--- config.mk ---
export PLATFORM = sky130hd
export DESIGN_NAME = tsf_status_reg
export DESIGN_NICKNAME = d
export VERILOG_FILES = /design/src/rtl/tsf_pkg.sv /design/src/rtl/tsf_reset_sync.sv /design/src/rtl/tsf_wrap_detect.sv /design/src/rtl/tsf_flag_cell.sv /design/src/rtl/tsf_status_reg.sv
export SDC_FILE = /design/constraint.sdc
export NUM_CORES = 1
export LEC_CHECK = 0
export CAP_MARGIN = 20
export CORE_MARGIN = 2
export CORE_UTILIZATION = 45
export DETAILED_ROUTE_END_ITERATION = 8
export DONT_BUFFER_PORTS = 1
export PLACE_DENSITY = 0.59
export SYNTH_ARGS = -nofsm -noshare
export SYNTH_HDL_FRONTEND = slang
export SYNTH_SLANG_ARGS = --single-unit
--- constraint.sdc ---
create_clock -name clk -period 0.91 [get_ports clk]
set_input_delay 0 -clock clk [delete_from_list [all_inputs] [get_ports clk]]
set_output_delay 0 -clock clk [all_outputs]
set_load 0.02 [all_outputs]
--- src/rtl/tsf_pkg.sv ---
package tsf_pkg;
  localparam int FLAG_N  = 3;
  localparam int IDX_A   = 0;
  localparam int IDX_B   = 1;
  localparam int IDX_WRP = 2;
  typedef logic [FLAG_N-1:0] flag_vec_t;
endpackage

--- src/rtl/tsf_reset_sync.sv ---
module tsf_reset_sync #(
  parameter int STAGES = 2
) (
  input  logic clk,
  input  logic rst_n,
  output logic rst_sync_n
);
  logic [STAGES-1:0] sync_q;

  always_ff @(posedge clk or negedge rst_n) begin
    if (!rst_n) sync_q <= '0;
    else        sync_q <= {sync_q[STAGES-2:0], 1'b1};
  end

  assign rst_sync_n = sync_q[STAGES-1];
endmodule

--- src/rtl/tsf_wrap_detect.sv ---
module tsf_wrap_detect #(
  parameter int CNT_W = 16
) (
  input  logic             clk,
  input  logic             rst_n,
  input  logic             stby_i,
  input  logic [CNT_W-1:0] cnt_i,
  output logic             wrap_o
);
  localparam logic [CNT_W-1:0] CNT_MAX = {CNT_W{1'b1}};
  localparam logic [CNT_W-1:0] CNT_MIN = {CNT_W{1'b0}};

  logic [CNT_W-1:0] prev_q, prev_d;
  logic             valid_q, valid_d;
  logic             up_wrap, down_wrap;

  always_comb begin
    prev_d  = cnt_i;
    valid_d = 1'b1;
    if (stby_i) begin
      prev_d  = CNT_MIN;
      valid_d = 1'b0;
    end
  end

  always_ff @(posedge clk or negedge rst_n) begin
    if (!rst_n) begin
      prev_q  <= CNT_MIN;
      valid_q <= 1'b0;
    end else begin
      prev_q  <= prev_d;
      valid_q <= valid_d;
    end
  end

  assign up_wrap   = (prev_q == CNT_MAX) && (cnt_i == CNT_MIN);
  assign down_wrap = (prev_q == CNT_MIN) && (cnt_i == CNT_MAX);
  assign wrap_o    = valid_q && (up_wrap || down_wrap);
endmodule

--- src/rtl/tsf_flag_cell.sv ---
module tsf_flag_cell (
  input  logic clk,
  input  logic rst_n,
  input  logic stby_i,
  input  logic set_i,
  input  logic rd_i,
  input  logic wr_i,
  input  logic wbit_i,
  output logic flag_o,
  output logic armed_o
);
  logic flag_q, flag_d;
  logic armed_q, armed_d;
  logic upd_en;

  assign upd_en = stby_i | set_i | rd_i | wr_i;

  always_comb begin
    flag_d  = flag_q;
    armed_d = armed_q;
    if (stby_i) begin
      flag_d  = 1'b0;
      armed_d = 1'b0;
    end else begin
      if (wr_i)                 armed_d = 1'b0;
      else if (rd_i && flag_q)  armed_d = 1'b1;
      if (set_i)                            flag_d = 1'b1;
      else if (wr_i && armed_q && !wbit_i)  flag_d = 1'b0;
    end
  end

  always_ff @(posedge clk or negedge rst_n) begin
    if (!rst_n) begin
      flag_q  <= 1'b0;
      armed_q <= 1'b0;
    end else if (upd_en) begin
      flag_q  <= flag_d;
      armed_q <= armed_d;
    end
  end

  assign flag_o  = flag_q;
  assign armed_o = armed_q;
endmodule

--- src/rtl/tsf_status_reg.sv ---
module tsf_status_reg
  import tsf_pkg::*;
#(
  parameter int CNT_W  = 16,
  parameter int DATA_W = 8
) (
  input  logic              clk,
  input  logic              rst_n,
  input  logic              stby_i,
  input  logic [CNT_W-1:0]  cnt_i,
  input  logic              cmpa_evt_i,
  input  logic              cmpb_evt_i,
  input  logic [FLAG_N-1:0] ien_i,
  input  logic              rd_en_i,
  input  logic              wr_en_i,
  input  logic [DATA_W-1:0] wdata_i,
  output logic [DATA_W-1:0] rdata_o,
  output logic [FLAG_N-1:0] irq_o
);
  localparam int RSV_W = DATA_W - FLAG_N;

  logic      rst_sync_n;
  logic      wrap_evt;
  flag_vec_t set_vec, flag_vec, armed_vec;
  logic      unused_wdata_hi;

  tsf_reset_sync #(.STAGES(2)) u_rst (
    .clk        (clk),
    .rst_n      (rst_n),
    .rst_sync_n (rst_sync_n)
  );

  tsf_wrap_detect #(.CNT_W(CNT_W)) u_wrap (
    .clk    (clk),
    .rst_n  (rst_sync_n),
    .stby_i (stby_i),
    .cnt_i  (cnt_i),
    .wrap_o (wrap_evt)
  );

  always_comb begin
    set_vec          = '0;
    set_vec[IDX_A]   = cmpa_evt_i;
    set_vec[IDX_B]   = cmpb_evt_i;
    set_vec[IDX_WRP] = wrap_evt;
  end

  for (genvar i = 0; i < FLAG_N; i++) begin : g_flag
    tsf_flag_cell u_cell (
      .clk     (clk),
      .rst_n   (rst_sync_n),
      .stby_i  (stby_i),
      .set_i   (set_vec[i]),
      .rd_i    (rd_en_i),
      .wr_i    (wr_en_i),
      .wbit_i  (wdata_i[i]),
      .flag_o  (flag_vec[i]),
      .armed_o (armed_vec[i])
    );
  end

  assign unused_wdata_hi = ^wdata_i[DATA_W-1:FLAG_N];
  assign rdata_o         = {{RSV_W{1'b1}}, flag_vec};
  assign irq_o           = flag_vec & ien_i;
endmodule

==> summary.md <==
| Metric | Value |
|---|---|
| Status | `finished with violations` |
| Failing checks | `setup timing` |
| Post-DP Area | `1081 um^2` |
| Post-detail-place hpwl | `1372 um` |
| Max Freq | `653.3 MHz` |
| R2R Setup Slk | `-0.62 ns` |
| Setup ws final | `-0.6207 ns` |
| Ant. Diodes | `0` |
| Post-synthesis average cell area | `11.45 um^2` |
| Register area share after synthesis | `roughly 60%` |
| # rows | `17` |
| Area of the core | `2233 um^2` |
| Total GRT Usage | `approximately 18%` |
| RSZ-0062 raised after global routing | `true` |
| CTS root buf | `clkbuf_4` |
| WL final | `between 2000 and 2500 um` |
| Largest net degree at the start of global routing | `24` |
| Synth cell types | `21` |
| Post-synth top area cell | `dfrtp_1` |
| Crit. End Element | `flop` |
| CTS sink count | `25` |
| CTS Buf Count | `3` |
| Final Hold Viols | `0` |
| Worst slew pin tran | `between 0.7 and 0.8 ns` |
| Crit path DAT | `1.78 ns` |
| Setup-failing EPs final | `2` |
| Vias per inst | `5.325` |
| Pins Over Slew Limit | `0` |
| Routed len/inst | `13.87 um` |
| GR Overflow Total | `0` |
| Initial DRC Count | `5` |
| Port Buf Inserts | `0` |
| DRC viols | `0` |
| Seq cells post-synth | `25` |
| Initial antenna violation count | `0` |
| Hold WC Path Type | `in -> reg` |
| Worst vdd ir | `1075 uV` |
| DRT antenna net count | `0` |
| Crit share post-route | `168.2%` |
| Place WS | `-0.6445 ns` |
| Layout cells sized above 1 | `19.84%` |
| CTS tree | `built` |
| RePlAce Congestion | `0.6815` |
| Proportion of netlist area held by the largest area contributor | `58.75%` |
| Clk_skew | `0.006515 ns` |
| I/O pin total | `45` |
| Total negative slack | `-0.6603 ns` |
| Die width | `52.65 um` |
| Minimum clock period after layout | `1.531 ns` |
| Final Cell Area | `around 1500 um^2` |
| Gate Count Post-Synth | `93` |
| Initial DRT Pass Iterations | `4` |
| Initial Util | `47.68%` |
| CTS clk-pin slew, worst paths | `0.13 ns` |
| H-tree lvl count | `1` |
| Die area | `2772 um^2` |
| Max_cap viols | `0` |
| CP max FO | `2` |
| Clock Path Buffers | `2` |
| Pwr per Cell Area | `approximately 1300 nW/um^2` |
| Vias in the first global route | `810` |
| Via count of the routed design | `820` |
| Leak pwr | `0.6262 nW` |
| Layout Nets | `161` |
| Commonest non-fill, non-tap cells in the layout | `dfrtp_1 (25), dlygate4sd3_1 (25), nor2b_1 (16)` |
| Synth area leaders | `dfrtp_1 (59%), nor2b_1 (9.4%), buf_4 (5.6%)` |
| Worst-skew pair later-pin latency | `0.31 ns` |
| Normalized max-slew margin | `48.21%` |
| Hold WS | `0.04829 ns` |
| Synth-to-layout area growth | `37.96%` |
| WS Path Type | `reg -> reg` |
| Yosys synthesis warning count | `0` |
| Die Height | `52.65 um` |
| Crit path required time | `~1.2 ns` |
| Mapped Area | `roughly 1100 um^2` |
| Global-route wire length before repair | `3519 um` |
| Setup crit start kind | `flop` |
## sequential cells by signal, summed over array words and instances, names as in the netlist
register               count
g_flag.u_cell.armed_o      3
u_wrap.valid_q             1
g_flag.u_cell.flag_o       3
u_rst.sync_q               2
u_wrap.prev_q             16
## worst max-delay path, stage by stage, from the launching register on
cell     delay [ns]
dfrtp_1        0.41
or4b_4         0.55
nor4_4         0.29
a22oi_2        0.11
o21ai_2        0.11
## metal layers
metal | track usage [%] | vias up | part of all wire, %
met5 | 0 | - | 0
met4 | 6.410 | 0 | 0.37
met3 | 3.429 | 2 | 6.0
met2 | 31.04 | 27 | 54
li1 | - | 384 | -
met1 | 22.78 | 407 | 40
## cell families (layout without fill, tap and decap cells)
logic type,Yosys count,count (layout),synth area share [%]
DFF,25,25,58.75
buffers and inverters,11,39,6.698
other,1,6,0.3522
AOI/OAI and AO/OA,8,8,4.583
and+or+nand+nor,48,48,29.61
## cell type report
cell class,instances,area (um^2)
Tap cell,28,35.03
Clock buffer,3,22.52
Sequential cell,25,625.6
Clock inverter,1,5.005
Timing Repair Buffer,34,337.8
Inverter,1,3.754
Multi-Input combinational cell,62,439.2
Fill cell,186,764.5
## path summary, 6_finish.rpt
check,start,end,depth (start not counted)
worst min register to register,u_rst.sync_q[1]$_DFF_PN0_,g_flag[2].u_cell.armed_o$_DFFE_PN0P_,1
worst max-delay path,u_wrap.prev_q[9]$_DFF_PN0_,g_flag[2].u_cell.flag_o$_DFFE_PN0P_,4
worst min-delay path,cnt_i[15],g_flag[2].u_cell.flag_o$_DFFE_PN0P_,4
max in group asynchronous,rst_n,u_rst.sync_q[1]$_DFF_PN0_,2
worst max register to register,u_wrap.prev_q[9]$_DFF_PN0_,g_flag[2].u_cell.flag_o$_DFFE_PN0P_,4
min in group asynchronous,u_rst.sync_q[1]$_DFF_PN0_,g_flag[2].u_cell.armed_o$_DFFE_PN0P_,1
## stage by stage
stage	std cells	power, mW	util, %
after global placement	120	1.339	48.40
after floorplan	98	1.345	-
final	154	1.939	65.77
after CTS	153	1.934	63.64
after detailed placement	120	1.342	48.40
after global routing	154	2.055	65.77
## power by group
group	internal (mW)	switching, mW
logic	0.153	0.126
clock network	0.164	0.309
registers	1.16	0.0257
## cell usage after synthesis
master    instances
dfrtp_1          25
nor2b_1          16
buf_4             8
nand4_1           6
or4_1             6
a21oi_1           5
and2_1            3
nor3_1            3
nor4_1            3
clkbuf_1          2
nand2_1           2
nand3b_1          2
nand4b_1          2
nor2_1            2
or4b_1            2
a22oi_1           1
conb_1            1
inv_1             1
nor4_2            1
o211ai_1          1
o21ai_2           1
## repair_timing
action | 4_1_cts | 5_1_grt
setup endpoints to repair | 7 | 29
hold endpoints to repair | 25 | 0
buffers inserted | 3 | 1
resized for setup | 10 | 10
hold buffers | 26 | 0
pin swaps | 4 | 3
Power figures use the tool's default switching activity.
